### config.mk
export PLATFORM = sky130hd
export DESIGN_NAME = ccd_seq
export DESIGN_NICKNAME = d
export VERILOG_FILES = /design/src/rtl/ccd_seq_pkg.sv /design/src/rtl/ccd_seq_cnt.sv /design/src/rtl/ccd_seq_pix.sv /design/src/rtl/ccd_seq.sv
export SDC_FILE = /design/constraint.sdc
export NUM_CORES = 1
export LEC_CHECK = 0
export ABC_CLOCK_PERIOD_IN_PS = 6400
export BUFFER_PORTS_ARGS = -buffer_cell sky130_fd_sc_hd__buf_4
export CELL_PAD_IN_SITES_DETAIL_PLACEMENT = 0
export CELL_PAD_IN_SITES_GLOBAL_PLACEMENT = 2
export CORE_ASPECT_RATIO = 1.2
export CORE_MARGIN = 10
export CORE_UTILIZATION = 35
export CTS_CLUSTER_DIAMETER = 50
export DETAILED_ROUTE_END_ITERATION = 6
export PLACE_DENSITY_LB_ADDON = 0.1
export SLEW_MARGIN = 20
export SYNTH_ARGS = -nofsm -noshare
export SYNTH_HDL_FRONTEND = slang
export SYNTH_SLANG_ARGS = --single-unit
### constraint.sdc
create_clock -name clk_i -period 6.4 [get_ports clk_i]
set_input_delay 1.28 -clock clk_i [delete_from_list [all_inputs] [get_ports clk_i]]
set_output_delay 1.28 -clock clk_i [all_outputs]
set_load 0.01 [all_outputs]
### src/rtl/ccd_seq_pkg.sv
package ccd_seq_pkg;

  typedef enum logic [2:0] {
    ST_IDLE,
    ST_INTEG,
    ST_VXFER,
    ST_HSETL,
    ST_HSHIFT,
    ST_DONE
  } seq_state_e;

  typedef enum logic [1:0] {
    VS_V1,
    VS_GA,
    VS_V2,
    VS_GB
  } vseg_e;

  localparam int unsigned PIX_TICKS = 5;
  localparam logic [2:0]  TK_RG     = 3'd0;
  localparam logic [2:0]  TK_SHR    = 3'd1;
  localparam logic [2:0]  TK_DUMP   = 3'd2;
  localparam logic [2:0]  TK_SHS    = 3'd4;
  localparam logic [2:0]  TK_LAST   = 3'(PIX_TICKS - 1);

endpackage

### src/rtl/ccd_seq_cnt.sv
module ccd_seq_cnt #(
  parameter int unsigned W = 8
) (
  input  logic         clk,
  input  logic         rst_n,
  input  logic         load,
  input  logic [W-1:0] load_val,
  input  logic         dec,
  output logic [W-1:0] cnt,
  output logic         zero
);

  logic [W-1:0] cnt_d;

  assign zero = (cnt == '0);

  always_comb begin
    cnt_d = cnt;
    if (load)
      cnt_d = load_val;
    else if (dec && !zero)
      cnt_d = cnt - W'(1);
  end

  always_ff @(posedge clk or negedge rst_n) begin
    if (!rst_n)
      cnt <= '0;
    else if (load || dec)
      cnt <= cnt_d;
  end

endmodule

### src/rtl/ccd_seq_pix.sv
module ccd_seq_pix
  import ccd_seq_pkg::*;
(
  input  logic clk,
  input  logic rst_n,
  input  logic active,
  output logic tick_last,
  output logic h1,
  output logic h1l,
  output logic rg,
  output logic shr,
  output logic shs
);

  logic [2:0] tick_q, tick_d;

  assign tick_last = active && (tick_q == TK_LAST);

  always_comb begin
    tick_d = '0;
    if (active && (tick_q != TK_LAST))
      tick_d = tick_q + 3'd1;
  end

  always_ff @(posedge clk or negedge rst_n) begin
    if (!rst_n)
      tick_q <= '0;
    else
      tick_q <= tick_d;
  end

  // phase-1 and the dump clock are separate drivers with the same timing
  assign h1  = !active || (tick_q < TK_DUMP);
  assign h1l = !active || (tick_q < TK_DUMP);
  assign rg  = active && (tick_q == TK_RG);
  assign shr = active && (tick_q == TK_SHR);
  assign shs = active && (tick_q == TK_SHS);

endmodule

### src/rtl/ccd_seq.sv
module ccd_seq
  import ccd_seq_pkg::*;
#(
  parameter int unsigned NUM_PIX   = 4641,
  parameter int unsigned NUM_LINES = 3695,
  parameter int unsigned EXP_W     = 32,
  parameter int unsigned PH_W      = 8
) (
  input  logic             clk_i,
  input  logic             rst_ni,
  input  logic             start_i,
  input  logic [EXP_W-1:0] exp_ticks_i,
  input  logic [PH_W-1:0]  vwidth_i,
  input  logic [PH_W-1:0]  guard_i,
  input  logic [PH_W-1:0]  settle_i,
  output logic             v1_o,
  output logic             v2_o,
  output logic             h1_o,
  output logic             h2_o,
  output logic             h1l_o,
  output logic             rg_o,
  output logic             shr_o,
  output logic             shs_o,
  output logic             busy_o,
  output logic             done_o
);

  localparam int unsigned PIX_W  = (NUM_PIX > 1) ? $clog2(NUM_PIX) : 1;
  localparam int unsigned LINE_W = (NUM_LINES > 1) ? $clog2(NUM_LINES) : 1;
  localparam int unsigned DUR_W  = (EXP_W >= PH_W) ? EXP_W : PH_W;

  seq_state_e state_q, state_d;
  vseg_e      vseg_q, vseg_d;

  logic             dur_load, dur_dec, dur_zero;
  logic [DUR_W-1:0] dur_val, dur_cnt;
  logic             pix_load, pix_dec, pix_zero;
  logic [PIX_W-1:0] pix_cnt;
  logic             line_load, line_dec, line_zero;
  logic [LINE_W-1:0] line_cnt;
  logic             shift_act, tick_last, h1_int;

  ccd_seq_cnt #(.W(DUR_W)) u_dur (
    .clk(clk_i), .rst_n(rst_ni), .load(dur_load), .load_val(dur_val),
    .dec(dur_dec), .cnt(dur_cnt), .zero(dur_zero));

  ccd_seq_cnt #(.W(PIX_W)) u_pix_cnt (
    .clk(clk_i), .rst_n(rst_ni), .load(pix_load), .load_val(PIX_W'(NUM_PIX - 1)),
    .dec(pix_dec), .cnt(pix_cnt), .zero(pix_zero));

  ccd_seq_cnt #(.W(LINE_W)) u_line_cnt (
    .clk(clk_i), .rst_n(rst_ni), .load(line_load), .load_val(LINE_W'(NUM_LINES - 1)),
    .dec(line_dec), .cnt(line_cnt), .zero(line_zero));

  assign shift_act = (state_q == ST_HSHIFT);

  ccd_seq_pix u_pix (
    .clk(clk_i), .rst_n(rst_ni), .active(shift_act), .tick_last(tick_last),
    .h1(h1_int), .h1l(h1l_o), .rg(rg_o), .shr(shr_o), .shs(shs_o));

  // next-state process
  always_comb begin
    state_d   = state_q;
    vseg_d    = vseg_q;
    dur_load  = 1'b0;
    dur_val   = '0;
    dur_dec   = 1'b0;
    pix_load  = 1'b0;
    pix_dec   = 1'b0;
    line_load = 1'b0;
    line_dec  = 1'b0;
    unique case (state_q)
      ST_IDLE: begin
        if (start_i) begin
          state_d   = ST_INTEG;
          dur_load  = 1'b1;
          dur_val   = DUR_W'(exp_ticks_i);
          line_load = 1'b1;
        end
      end
      ST_INTEG: begin
        if (dur_zero) begin
          state_d  = ST_VXFER;
          vseg_d   = VS_V1;
          dur_load = 1'b1;
          dur_val  = DUR_W'(vwidth_i);
        end else begin
          dur_dec = 1'b1;
        end
      end
      ST_VXFER: begin
        if (!dur_zero) begin
          dur_dec = 1'b1;
        end else begin
          dur_load = 1'b1;
          unique case (vseg_q)
            VS_V1: begin vseg_d = VS_GA; dur_val = DUR_W'(guard_i);  end
            VS_GA: begin vseg_d = VS_V2; dur_val = DUR_W'(vwidth_i); end
            VS_V2: begin vseg_d = VS_GB; dur_val = DUR_W'(guard_i);  end
            default: begin
              state_d = ST_HSETL;
              dur_val = DUR_W'(settle_i);
            end
          endcase
        end
      end
      ST_HSETL: begin
        if (dur_zero) begin
          state_d  = ST_HSHIFT;
          pix_load = 1'b1;
        end else begin
          dur_dec = 1'b1;
        end
      end
      ST_HSHIFT: begin
        if (tick_last) begin
          if (!pix_zero) begin
            pix_dec = 1'b1;
          end else if (line_zero) begin
            state_d = ST_DONE;
          end else begin
            line_dec = 1'b1;
            state_d  = ST_VXFER;
            vseg_d   = VS_V1;
            dur_load = 1'b1;
            dur_val  = DUR_W'(vwidth_i);
          end
        end
      end
      default: state_d = ST_IDLE;
    endcase
  end

  // register process
  always_ff @(posedge clk_i or negedge rst_ni) begin
    if (!rst_ni) begin
      state_q <= ST_IDLE;
      vseg_q  <= VS_V1;
    end else begin
      state_q <= state_d;
      vseg_q  <= vseg_d;
    end
  end

  assign v1_o   = (state_q == ST_VXFER) && (vseg_q == VS_V1);
  assign v2_o   = (state_q == ST_VXFER) && (vseg_q == VS_V2);
  assign h1_o   = h1_int;
  assign h2_o   = !h1_int;
  assign busy_o = (state_q != ST_IDLE);
  assign done_o = (state_q == ST_DONE);

endmodule

== Word level (Yosys, flattened, before mapping) ==
Index checks and enable logic that the tools add are counted.

* Reductions and logical operators: 38
* Multiplexer cells: 45
* $lt $le $gt $ge: 1
* Add/subtract/negate cells: 4
* Eq/ne operators: 19

{| class="wikitable"
|+ Operators with widths
! cell !! count
|-
| $pmux W32 S4 || 1
|-
| $mux W32 || 3
|-
| $mux W8 || 5
|-
| $logic_not A32 Y1 || 1
|-
| $sub A32 B1 Y32 const B || 1
|-
| $mux W3 || 9
|-
| $mux W13 || 2
|-
| $mux W12 || 2
|-
| $ne A2 B2 Y1 const B || 8
|-
| $pmux W8 S2 || 1
|-
| $pmux W3 S5 || 1
|-
| $reduce_and A7 Y1 || 2
|-
| $logic_not A13 Y1 || 1
|-
| $mux W1 || 13
|-
| $sub A13 B1 Y13 const B || 1
|-
| $logic_not A12 Y1 || 1
|-
| $pmux W2 S3 || 2
|-
| $sub A12 B1 Y12 const B || 1
|-
| $mux W2 || 5
|-
| $eq A3 B3 Y1 const B || 3
|-
| $logic_and A1 B1 Y1 || 9
|-
| $eq A3 B1 Y1 const B || 2
|-
| $eq A3 B2 Y1 const B || 2
|-
| $logic_not A3 Y1 || 2
|-
| 15 further kinds || 29
|}

* Logic and storage cells: 113
* Register bits: 65
* Input bits: 59
* Output and inout port bits: 10

== Logic depth before layout (Yosys ltp) ==
Gate-level depths: netlist (run 1).

* Depth in word-level cells: 8
* Gate-level depth with buffers: 11
* Gate-level depth less buffers: 8

== Modules after synthesis ==
From an unflattened synthesis (run 1), not the netlist that was laid out.

* Cell total of the unflattened synthesis: 553
* Area, all modules: 4728.3 µm²

{| class="wikitable"
|+ By module, submodules not included
! module !! area each (µm²) !! times used !! cells each
|-
| ccd_seq_cnt at u_dur || 1988.2 || 1 || 227
|-
| ccd_seq || 924.6 || 1 || 127
|-
| ccd_seq_cnt at u_pix_cnt || 854.6 || 1 || 89
|-
| ccd_seq_cnt at u_line_cnt || 762.0 || 1 || 89
|-
| ccd_seq_pix || 198.9 || 1 || 21
|}

== Least setup slack after synthesis (run 1) ==
Ideal clock, no wire load.

* Path kind: input -> register
* From: input start_i
* To: register u_dur.cnt[18]
* Arrival time: 2.564 ns
* Stages: 8
* Buffers on the path: 3
* Setup slack: 3.749 ns
* Cell sequence: and2_1 -> clkbuf_1 -> a31o_2 -> buf_4 -> a21oi_1 -> buf_4 -> o31ai_1 -> a22oi_1

* Cells in the longest elaborated chain, start to end: 4

{| class="wikitable"
|+ RTL lines
! element !! line !! source
|-
| start, declared || ccd_seq.sv:11 || <nowiki>input logic start_i,</nowiki>
|-
| $mux W1 || ccd_seq.sv:74 || <nowiki>if (start_i) begin</nowiki>
|-
| $pmux W1 S3 || ccd_seq.sv:72 || <nowiki>unique case (state_q)</nowiki>
|-
| $reduce_bool A2 Y1 (no source line) or $logic_or A1 B1 Y1 (tied branches) || - ||
|-
| $reduce_and A2 Y1 (no source line) || - ||
|-
| end signal, assigned || ccd_seq_cnt.sv:29 || <nowiki>cnt <= cnt_d;</nowiki>
|-
| end, declared || ccd_seq_cnt.sv:9 || <nowiki>output logic [W-1:0] cnt,</nowiki>
|}

Several ways; a longest one is shown, not always the timed one.
A chain may end at the register's enable or synchronous reset.

== Worst setup path after layout (run 1) ==
* From: register state_q[2]
* To: output h2_o

* Cells in the longest elaborated chain, start to end: 4

{| class="wikitable"
|+ RTL lines
! element !! line !! source
|-
| start, declared || ccd_seq.sv:32 || <nowiki>seq_state_e state_q, state_d;</nowiki>
|-
| start signal, assigned || ccd_seq.sv:140 || <nowiki>state_q <= state_d;</nowiki>
|-
| $eq A3 B3 Y1 || ccd_seq.sv:55 || <nowiki>assign shift_act = (state_q == ST_HSHIFT);</nowiki>
|-
| $logic_not A1 Y1 || ccd_seq_pix.sv:33 || <nowiki>assign h1 = !active || (tick_q < TK_DUMP);</nowiki>
|-
| $logic_or A1 B1 Y1 || ccd_seq_pix.sv:33 ||
|-
| $logic_not A1 Y1 || ccd_seq.sv:148 || <nowiki>assign h2_o = !h1_int;</nowiki>
|-
| end, declared || ccd_seq.sv:19 || <nowiki>output logic h2_o,</nowiki>
|}

No other way between the ends.

==> results of run 1 <==
## registers in the layout, summed over array words and instances, names as in the netlist
register / count
u_pix.tick_q: 3
u_pix_cnt.cnt: 13
u_line_cnt.cnt: 12
u_dur.cnt: 32
state_q: 3
vseg_q: 2
## worst max path at each step
stage / from / endpoint / cells after the start
6_report: state_q[2] / h2_o / 5
5_1_grt: state_q[2] / h2_o / 5
4_1_cts: state_q[0] / busy_o / 3
3_5_place_dp: start_i / u_dur.cnt[30] / 7
3_3_place_gp: state_q[0] / busy_o / 3
2_1_floorplan: start_i / u_dur.cnt[18] / 8
## critical path, cell delays in order (launching register included)
cell and delay (ns):
dfrtp_1 0.49, inv_1 0.13, nor3_1 0.48, o21ai_0 0.34, inv_1 0.11, buf_4 0.12
## per-stage QoR
step	worst slack, ns	area, um^2
floorplan	3.75	4360
global placement	3.40	4990
detailed placement	3.36	4990
CTS	3.06	5350
global route	2.92	5350
finish	3.10	5350
## layer usage
metal / routed length [um] / vias up / track usage / part of all wire
li1: - / 1980 / - / -
met2: 6790 / 91 / 0.265 / 0.50
met5: 0 / - / 0 / 0
met3: 547 / 16 / 0.0310 / 0.040
met4: 189 / 0 / 0.0459 / 0.014
met1: 6100 / 1964 / 0.204 / 0.45
## kinds of logic (layout without fill, tap and decap cells)
logic type,Yosys count,in the layout
DFF,65,65
and+or+nand+nor,237,237
muxes,7,7
buffers and inverters,40,105
AOI/OAI and AO/OA,109,109
xor gates and xnor gates,31,31
adders and majority gates,14,14
## layout make-up
class                      instances  share of cell area
clock buffer                      10              0.0447
clock inverter                     6              0.0215
inverter                          17              0.0119
multi-input combinational        398               0.479
sequential                        65               0.304
tap                              161              0.0377
timing repair buffer              72               0.101
## power by group through the flow
| stage | clock network [mW] | logic [mW] | registers [mW] |
|---|---|---|---|
| CTS | 0.601 | 0.0430 | 0.411 |
| global route | 0.619 | 0.0465 | 0.411 |
| detailed placement | 0 | 0.0430 | 0.418 |
| finish | 0.588 | 0.0417 | 0.411 |
| global placement | 0 | 0.0429 | 0.418 |
| floorplan | 0 | 0.00335 | 0.419 |
## placed cells by master (no fill, tap or decap), types with 5 or more instances in the layout
cell,instances
or4_1,5
a21o_1,6
o21ai_0,23
nor2_1,49
dfrtp_1,65
nor4_1,15
xor2_1,15
xnor2_1,16
a21oi_1,17
buf_4,72
a22oi_1,12
ha_1,14
a221o_1,9
and3_1,10
inv_1,17
nand3_1,15
clkbuf_16,9
nand2_1,48
nor3_1,36
nand4_1,13
a211oi_1,5
or3_1,6
==> impl_metrics.py, run 1 <==
metrics = {
    "detailed_routing": {
        "drt_first_pass_iters": 5,
        "drc": 0,
        "drtIter0Drc": 185,
        "routed_wl_um": 13600,
        "vias": 4051,
        "vias_per_cell": 5.56,
        "ant_nets": 0,
        "routedWlPerCell_um": 18.7,
    },
    "worst_setup_path": {
        "critPathCaptureType": "output port",
        "worstPathMaxFanout": 11,
        "cp-start-kind": "flip-flop",
        "timing.rr.end": "u_dur.cnt[30]",
        "worstPathRequired_ns": 5.12,
        "regToRegStartpoint": "u_line_cnt.cnt[4]",
        "worstSetupPathType": "reg -> out",
        "r2r_cells": 7,
        "r2r_slack_ns": 3.40,
        "crit_arrival_ns": 2.02,
    },
    "cts": {
        "cts-root-buf": "clkbuf_16",
        "clkLatencyLatePin_ns": 0.34,
        "ctsHoldBuffers": 0,
        "cts_setup_buffers": 0,
        "cts_tree": "built",
        "cts_inserted_buffers": 9,
        "clock-sinks": 65,
        "post_cts_resized": 0,
        "path_clk_slew_ns": 0.06,
        "htree_levels": 3,
        "clockBufferDepth": 2,
    },
    "logic_synthesis": {
        "synth_top_area_cell": "dfrtp_1",
        "dominantRegCellSynth": "dfrtp_1",
        "muxShareOfSynthArea": 0.0204,
        "synth_seq_cells": 65,
        "yosysMostFrequentCell": "dfrtp_1",
        "syn_avg_cell_area_um2": 8.67,
        "synth_xor_area_frac": 0.0622,
        "synthSimpleGateAreaFrac": 0.290,
        "seq_area_frac_synth": 0.373,
        "synthAdderAreaFrac": 0.0402,
        "synth_compound_area_frac": 0.174,
        "synth_cell_type_count": 71,
        "syn-num-nets": 576,
        "synth_edf_count": 0,
        "synth_top_family_by_area": "simple AND/OR/NAND/NOR gates",
        "synth_async_sr_flop_share": 1.00,
        "synth_area_mm2": 0.00436,
        "synth_area_leaders": "dfrtp_1 (37%), nor2_1 (4.2%), nor3_1 (4.1%), nand2_1 (4.1%), ha_1 (4.0%)",
        "synth_commonest_cells": "dfrtp_1 (65), nor2_1 (49), nand2_1 (48), nor3_1 (36), o21ai_0 (23)",
        "synth_top_area_share": 0.373,
        "synth_cells": 503,
        "yosysWarnings": 0,
    },
    "global_routing": {
        "overflow": 0,
        "grt_max_degree": 66,
        "grtUsageTotal": 0.160,
        "grt_pass1_vias": 4150,
        "antenna_found_initial": 0,
        "grt_first_pass_wirelength_um": 21900,
    },
    "die": {
        "dieArea_mm2": 0.0173,
        "rows": 44,
        "core_mm2": 0.0122,
        "pin_count": 69,
        "die_w_um": 122,
        "initial_core_util": 0.358,
        "die_y_um": 142,
    },
    "placement": {
        "placedCellCount": 713,
        "dp_hpwl_um": 10300,
        "place_congestion": 0.796,
        "io_buffers": 68,
    },
    "sta": {
        "rsz0062_at_grt": "no",
        "hold_viol": 0,
        "finalSetupTns_ns": 0,
        "relSlewSlack": 0.375,
        "period_share": 0.515,
        "fin_skew_ns": 0.00999,
        "final-setup-viol-count": 0,
        "finalMaxSlewViolations": 0,
        "fin_crit_ns": 3.30,
        "fmax_mhz": 303,
        "fin_hold_ws_ns": 0.519,
        "worst_pin_slew_ns": 0.930,
    },
    "power": {
        "finalPower_mw": 1.04,
        "p_leak_nw": 2.22,
        "p_int_mw": 0.828,
        "combPwrFrac": 0.040,
        "sw_frac_of_total": 0.205,
        "max-vdd-ir-drop_mv": 0.137,
        "power_frac_seq": 0.395,
        "p_clk_frac": 0.565,
        "p_per_area_mw_per_mm2": 195,
        "power.switching_mw": 0.213,
    },
    "status": {
        "status": "completed",
    },
    "cells_and_area": {
        "final_core_util": 0.439,
        "multiInputGateArea_mm2": 0.00256,
        "fin_cells": 729,
        "finalNetCount": 636,
        "register_area_mm2": 0.00163,
        "post_route_cells_drive_above_1_share": 0.190,
        "area_growth_pct": 22.5,
        "antennaDiodeCount": 0,
        "n_fill_cell": 1219,
    },
    "worst_hold_path": {
        "min_to": "u_dur.cnt[27]",
        "hold_path.class": "reg -> reg",
        "whs_path_depth": 1,
        "hold_start": "u_dur.cnt[27]",
    },
    "run": {
        "cap_violations": 0,
    },
}
Note: power is estimated with default switching activity, not from simulation.
==> inputs of run 2 (changes only) <==
--- a/config.mk
+++ b/config.mk
@@ -5,7 +5,7 @@
 export SDC_FILE = /design/constraint.sdc
 export NUM_CORES = 1
 export LEC_CHECK = 0
-export ABC_CLOCK_PERIOD_IN_PS = 6400
+export ABC_CLOCK_PERIOD_IN_PS = 3150
 export BUFFER_PORTS_ARGS = -buffer_cell sky130_fd_sc_hd__buf_4
 export CELL_PAD_IN_SITES_DETAIL_PLACEMENT = 0
 export CELL_PAD_IN_SITES_GLOBAL_PLACEMENT = 2
==> constraint.sdc (replaced) <==
create_clock -name clk_i -period 3.15 [get_ports clk_i]
set_input_delay 0.63 -clock clk_i [delete_from_list [all_inputs] [get_ports clk_i]]
set_output_delay 0.63 -clock clk_i [all_outputs]
set_load 0.01 [all_outputs]
==> run 2 against run 1 <==
Non-clock buffer count up 14. Sequential share of layout area down 0.55 points. Register-to-register slack worse by 3.1 ns. Critical endpoint is now u_dur.cnt[10]. Count of clock-buffer cells in the layout stayed put. Setup slack worse by 2.8 ns. Critical path type is now reg -> reg. Clock power is 99% higher. Total power is 100% higher. Combinational power up 100%. Routed wire length grew 1.4%.
==> impl_metrics.py, run 2 (synthesis gave the netlist of run 1 again) <==
metrics = {
    "cts": {
        "clock-sinks": 65,
        "clockBufferDepth": 2,
        "cts_tree": "built",
        "cts-root-buf": "clkbuf_16",
        "clkLatencyLatePin_ns": 0.34,
        "ctsHoldBuffers": 0,
        "cts_inserted_buffers": 9,
        "post_cts_resized": 0,
        "path_clk_slew_ns": 0.06,
        "cts_setup_buffers": 0,
        "htree_levels": 3,
    },
    "die": {
        "die_y_um": 142,
        "pin_count": 69,
        "initial_core_util": 0.358,
        "rows": 44,
        "die_w_um": 122,
        "dieArea_mm2": 0.0173,
        "core_mm2": 0.0122,
    },
    "global_routing": {
        "grt_pass1_vias": 4224,
        "overflow": 0,
        "grtUsageTotal": 0.163,
        "grt_max_degree": 66,
        "grt_first_pass_wirelength_um": 22500,
        "antenna_found_initial": 0,
    },
    "cells_and_area": {
        "final_cell_mix": "buf_4 (86), dfrtp_1 (65), nand2_1 (48), nor2_1 (48), nor3_1 (36)",
        "post_route_cells_drive_above_1_share": 0.211,
        "antennaDiodeCount": 0,
        "n_fill_cell": 1243,
        "largest_reg_flops": 32,
        "regMostFlops": "u_dur.cnt",
        "area_growth_pct": 24.8,
        "final_common_cell": "buf_4",
        "top_regs": "u_dur.cnt x32, u_pix_cnt.cnt x13, u_line_cnt.cnt x12",
        "finalNetCount": 650,
    },
    "worst_setup_path": {
        "cp-start-kind": "flip-flop",
        "worstSetupPathType": "reg -> reg",
        "crit_buf_inv": 0,
        "crit_arrival_ns": 3.11,
        "worstPathRequired_ns": 3.37,
        "slowest_delay_ns": 0.64,
        "critPathCaptureType": "flip-flop",
        "worstPathCellList": "nor4_1 -> nand4_1 -> or4_1 -> mux2i_4 -> a22o_1 -> a221o_1",
        "cpLargestDelayFamily": "simple AND/OR/NAND/NOR gates",
        "worstPathMaxFanout": 7,
        "r2r_slack_ns": 0.26,
        "slowest_stage": "or4_1",
    },
    "worst_hold_path": {
        "hold_path.class": "in -> async",
    },
    "detailed_routing": {
        "drc": 0,
        "ant_nets": 0,
        "vias_per_cell": 5.52,
        "routed_wl_um": 13800,
        "drt_first_pass_iters": 5,
        "drtIter0Drc": 243,
        "vias": 4098,
        "routedWlPerCell_um": 18.6,
    },
    "placement": {
        "io_buffers": 68,
        "place_congestion": 0.823,
        "dp_hpwl_um": 10400,
    },
    "power": {
        "max-vdd-ir-drop_mv": 0.227,
        "combPwrFrac": 0.040,
        "power.switching_mw": 0.417,
        "power_frac_seq": 0.399,
        "p_per_area_mw_per_mm2": 384,
        "finalPower_mw": 2.09,
        "p_int_mw": 1.67,
        "p_leak_nw": 2.30,
        "p_clk_frac": 0.560,
        "sw_frac_of_total": 0.199,
    },
    "sta": {
        "hold_viol": 0,
        "final-setup-viol-count": 0,
        "worst_pin_slew_ns": 0.879,
        "fin_crit_ns": 2.89,
        "finalSetupTns_ns": 0,
        "fmax_mhz": 346,
        "rsz0062_at_grt": "no",
        "period_share": 0.917,
        "fin_skew_ns": 0.00490,
        "finalMaxSlewViolations": 0,
        "relSlewSlack": 0.414,
    },
    "run": {
        "cap_violations": 0,
    },
    "status": {
        "status": "completed",
    },
}
run 2: layout make-up:
type                       count  area [um^2]  share of cell area
multi-input combinational    398         2560               0.471
inverter                      17         63.8              0.0117
tap                          161          201              0.0370
clock buffer                  10          239              0.0439
timing repair buffer          86          646               0.119
sequential                    65         1630               0.299
clock inverter                 6          105              0.0193
run 2: path summary, 6_finish.rpt:
path,from,depth (start not counted),end
max,u_dur.cnt[26],6,u_dur.cnt[10]
min,rst_ni,1,u_dur.cnt[19]
max reg2reg,u_dur.cnt[26],6,u_dur.cnt[10]
min reg2reg,u_pix_cnt.cnt[9],2,u_pix_cnt.cnt[9]
max in group asynchronous,rst_ni,1,u_line_cnt.cnt[0]
min in group clk_i,exp_ticks_i[23],3,u_dur.cnt[23]
run 2: power by group through the flow:
stage	clock network [mW]	logic, mW	registers [mW]
finish	1.17	0.0845	0.835
global route	1.24	0.0936	0.835
CTS	1.20	0.0873	0.835
detailed placement	0	0.0872	0.850
global placement	0	0.0865	0.850
floorplan	0	0.00680	0.850
run 2: routing by layer:
| layer | up-vias | GRT usage | wire [um] | share of wire |
|---|---|---|---|---|
| met4 | 0 | 0.0572 | 232 | 0.017 |
| met3 | 20 | 0.0318 | 501 | 0.036 |
| met1 | 1989 | 0.209 | 6120 | 0.44 |
| li1 | 2017 | - | - | - |
| met2 | 72 | 0.265 | 6950 | 0.50 |
| met5 | - | 0 | 0 | 0 |
run 2: stage by stage:
step | instance area, um^2 | worst slack (ns) | std cells | util | hold WS [ns]
global route | 5440 | 0.108 | 743 | 0.447 | 0.481
finish | 5440 | 0.260 | 743 | 0.447 | 0.401
detailed placement | 5100 | 0.276 | 727 | 0.419 | 0.498
floorplan | 4360 | 0.643 | 503 | - | 0.334
CTS | 5440 | 0.288 | 743 | 0.447 | 0.444
global placement | 5100 | 0.426 | 727 | 0.419 | 0.499
==> inputs of run 3 (changes only) <==
--- a/config.mk
+++ b/config.mk
@@ -14,7 +14,7 @@
 export CORE_UTILIZATION = 35
 export CTS_CLUSTER_DIAMETER = 50
 export DETAILED_ROUTE_END_ITERATION = 6
-export PLACE_DENSITY_LB_ADDON = 0.1
+export PLACE_DENSITY = 0.86
 export SLEW_MARGIN = 20
 export SYNTH_ARGS = -nofsm -noshare
 export SYNTH_HDL_FRONTEND = slang
==> run 3 against run 2 <==
Critical path depth up 2. Setup slack better by 0.072 ns. Design area down 1.4%. Maximum frequency increased by 2.6%. Routed wire length increased by 0.12%. Clock skew hardly changed. Combinational power rose by 1%. Non-clock buffer count is 3 lower. Sequential power about the same. Clock power down 15%. Critical endpoint unchanged.
==> impl_metrics.py, run 3 (synthesis gave the netlist of run 1 again) <==
metrics = {
    "status": {
        "status": "completed",
    },
    "global_routing": {
        "grt_max_degree": 66,
        "overflow": 0,
        "antenna_found_initial": 0,
        "grt_first_pass_wirelength_um": 22100,
        "grtUsageTotal": 0.159,
        "grt_pass1_vias": 4313,
    },
    "power": {
        "power_frac_seq": 0.437,
        "combPwrFrac": 0.045,
        "p_clk_frac": 0.519,
        "p_per_area_mw_per_mm2": 357,
        "p_int_mw": 1.52,
        "power.switching_mw": 0.397,
        "max-vdd-ir-drop_mv": 0.184,
        "sw_frac_of_total": 0.207,
        "p_leak_nw": 2.25,
    },
    "placement": {
        "io_buffers": 68,
        "placedCellCount": 724,
        "place_congestion": 0.875,
        "dp_slack_ns": 0.352,
        "dp_hpwl_um": 10400,
    },
    "cells_and_area": {
        "largest_reg_flops": 32,
        "post_route_cells_drive_above_1_share": 0.200,
        "regMostFlops": "u_dur.cnt",
        "finalNetCount": 647,
        "n_fill_cell": 1203,
        "antennaDiodeCount": 0,
        "fin_cells": 740,
        "final_cell_mix": "buf_4 (83), dfrtp_1 (65), nor2_1 (49)",
        "area_growth_pct": 23.0,
        "final_common_cell": "buf_4",
        "top_regs": "u_dur.cnt x32, u_pix_cnt.cnt x13, u_line_cnt.cnt x12",
    },
    "worst_setup_path": {
        "critPathCaptureType": "flip-flop",
        "worstPathCellList": "inv_1 -> ha_1 -> nor4b_1 -> nand2_1 -> or4_1 -> mux2i_4 -> a22o_1 -> a221o_1",
        "slowest_stage": "or4_1",
        "crit_arrival_ns": 3.04,
        "slowest_delay_ns": 0.71,
        "worstPathRequired_ns": 3.37,
        "worstSetupPathType": "reg -> reg",
        "worstPathMaxFanout": 7,
        "cp-start-kind": "flip-flop",
    },
    "sta": {
        "hold_viol": 0,
        "period_share": 0.894,
        "relSlewSlack": 0.256,
        "fin_skew_ns": 0.00502,
        "fmax_mhz": 355,
        "worst_pin_slew_ns": 1.11,
        "final-setup-viol-count": 0,
        "finalMaxSlewViolations": 0,
        "setup_slack_ns": 0.332,
        "rsz0062_at_grt": "no",
        "fin_crit_ns": 2.82,
        "finalSetupTns_ns": 0,
    },
    "detailed_routing": {
        "routedWlPerCell_um": 18.7,
        "drtIter0Drc": 250,
        "drc": 0,
        "drt_first_pass_iters": 4,
        "vias": 4147,
        "routed_wl_um": 13800,
        "ant_nets": 0,
        "vias_per_cell": 5.60,
    },
    "die": {
        "initial_core_util": 0.358,
        "pin_count": 69,
        "dieArea_mm2": 0.0173,
        "rows": 44,
        "core_mm2": 0.0122,
        "die_w_um": 122,
        "die_y_um": 142,
    },
    "cts": {
        "htree_levels": 3,
        "cts-root-buf": "clkbuf_16",
        "path_clk_slew_ns": 0.06,
        "clockBufferDepth": 2,
        "ctsHoldBuffers": 0,
        "clock-sinks": 65,
        "post_cts_resized": 0,
        "cts_setup_buffers": 0,
        "cts_tree": "built",
        "cts_inserted_buffers": 9,
        "clkLatencyLatePin_ns": 0.33,
    },
    "worst_hold_path": {
        "hold_path.class": "in -> async",
    },
    "run": {
        "cap_violations": 0,
    },
}
## run 3: final cells by class
class | instances | area [um^2] | area share
inverters | 17 | 63.8 | 0.0119
multi-input cells | 398 | 2560 | 0.477
well taps | 161 | 201 | 0.0376
flip-flops and latches | 65 | 1630 | 0.303
clock buffers | 13 | 250 | 0.0467
repair buffers | 83 | 623 | 0.116
clock inverters | 3 | 40.0 | 0.00746
## run 3: power by group through the flow
stage	Sequential (mW)	Clock, mW	Combinational, mW
CTS	0.835	1.01	0.0876
global placement	0.850	0	0.0867
detailed placement	0.850	0	0.0874
finish	0.836	0.993	0.0857
global route	0.835	1.06	0.0932
floorplan	0.850	0	0.00680
## run 3: per-layer routing
layer / routed length (um) / GRT usage / up-vias
met5: 0 / 0 / -
met4: 388 / 0.0666 / 0
met3: 626 / 0.0365 / 28
met2: 7080 / 0.280 / 106
met1: 5730 / 0.180 / 2007
li1: - / - / 2006
## run 3: worst paths after layout
path	slack, ns	from	cells past startpoint	end
min	0.41	rst_ni	1	u_dur.cnt[25]
min in group clk_i	0.50	exp_ticks_i[15]	3	u_dur.cnt[15]
max reg2reg	0.33	u_dur.cnt[0]	8	u_dur.cnt[10]
min reg2reg	0.52	u_dur.cnt[27]	1	u_dur.cnt[27]
max in group asynchronous	2.17	rst_ni	1	vseg_q[0]
max	0.33	u_dur.cnt[0]	8	u_dur.cnt[10]
## run 3: per-stage QoR
stage | instance area [um^2] | total power [mW] | hold WS [ns] | utilization
finish | 5360 | 1.91 | 0.413 | 0.441
global route | 5360 | 1.98 | 0.478 | 0.441
CTS | 5360 | 1.94 | 0.452 | 0.441
detailed placement | 5070 | 0.938 | 0.507 | 0.417
global placement | 5070 | 0.937 | 0.499 | 0.417
floorplan | 4360 | 0.857 | 0.334 | -
## run 3: worst max-delay path: cells and delay by family (launching register included)
kind,cells,cell delay [ns]
muxes,1,0.32
and+or+nand+nor,3,1.16
buffers and inverters,1,0.10
AOI/OAI and AO/OA,2,0.54
DFF,1,0.39
adders and majority gates,1,0.16
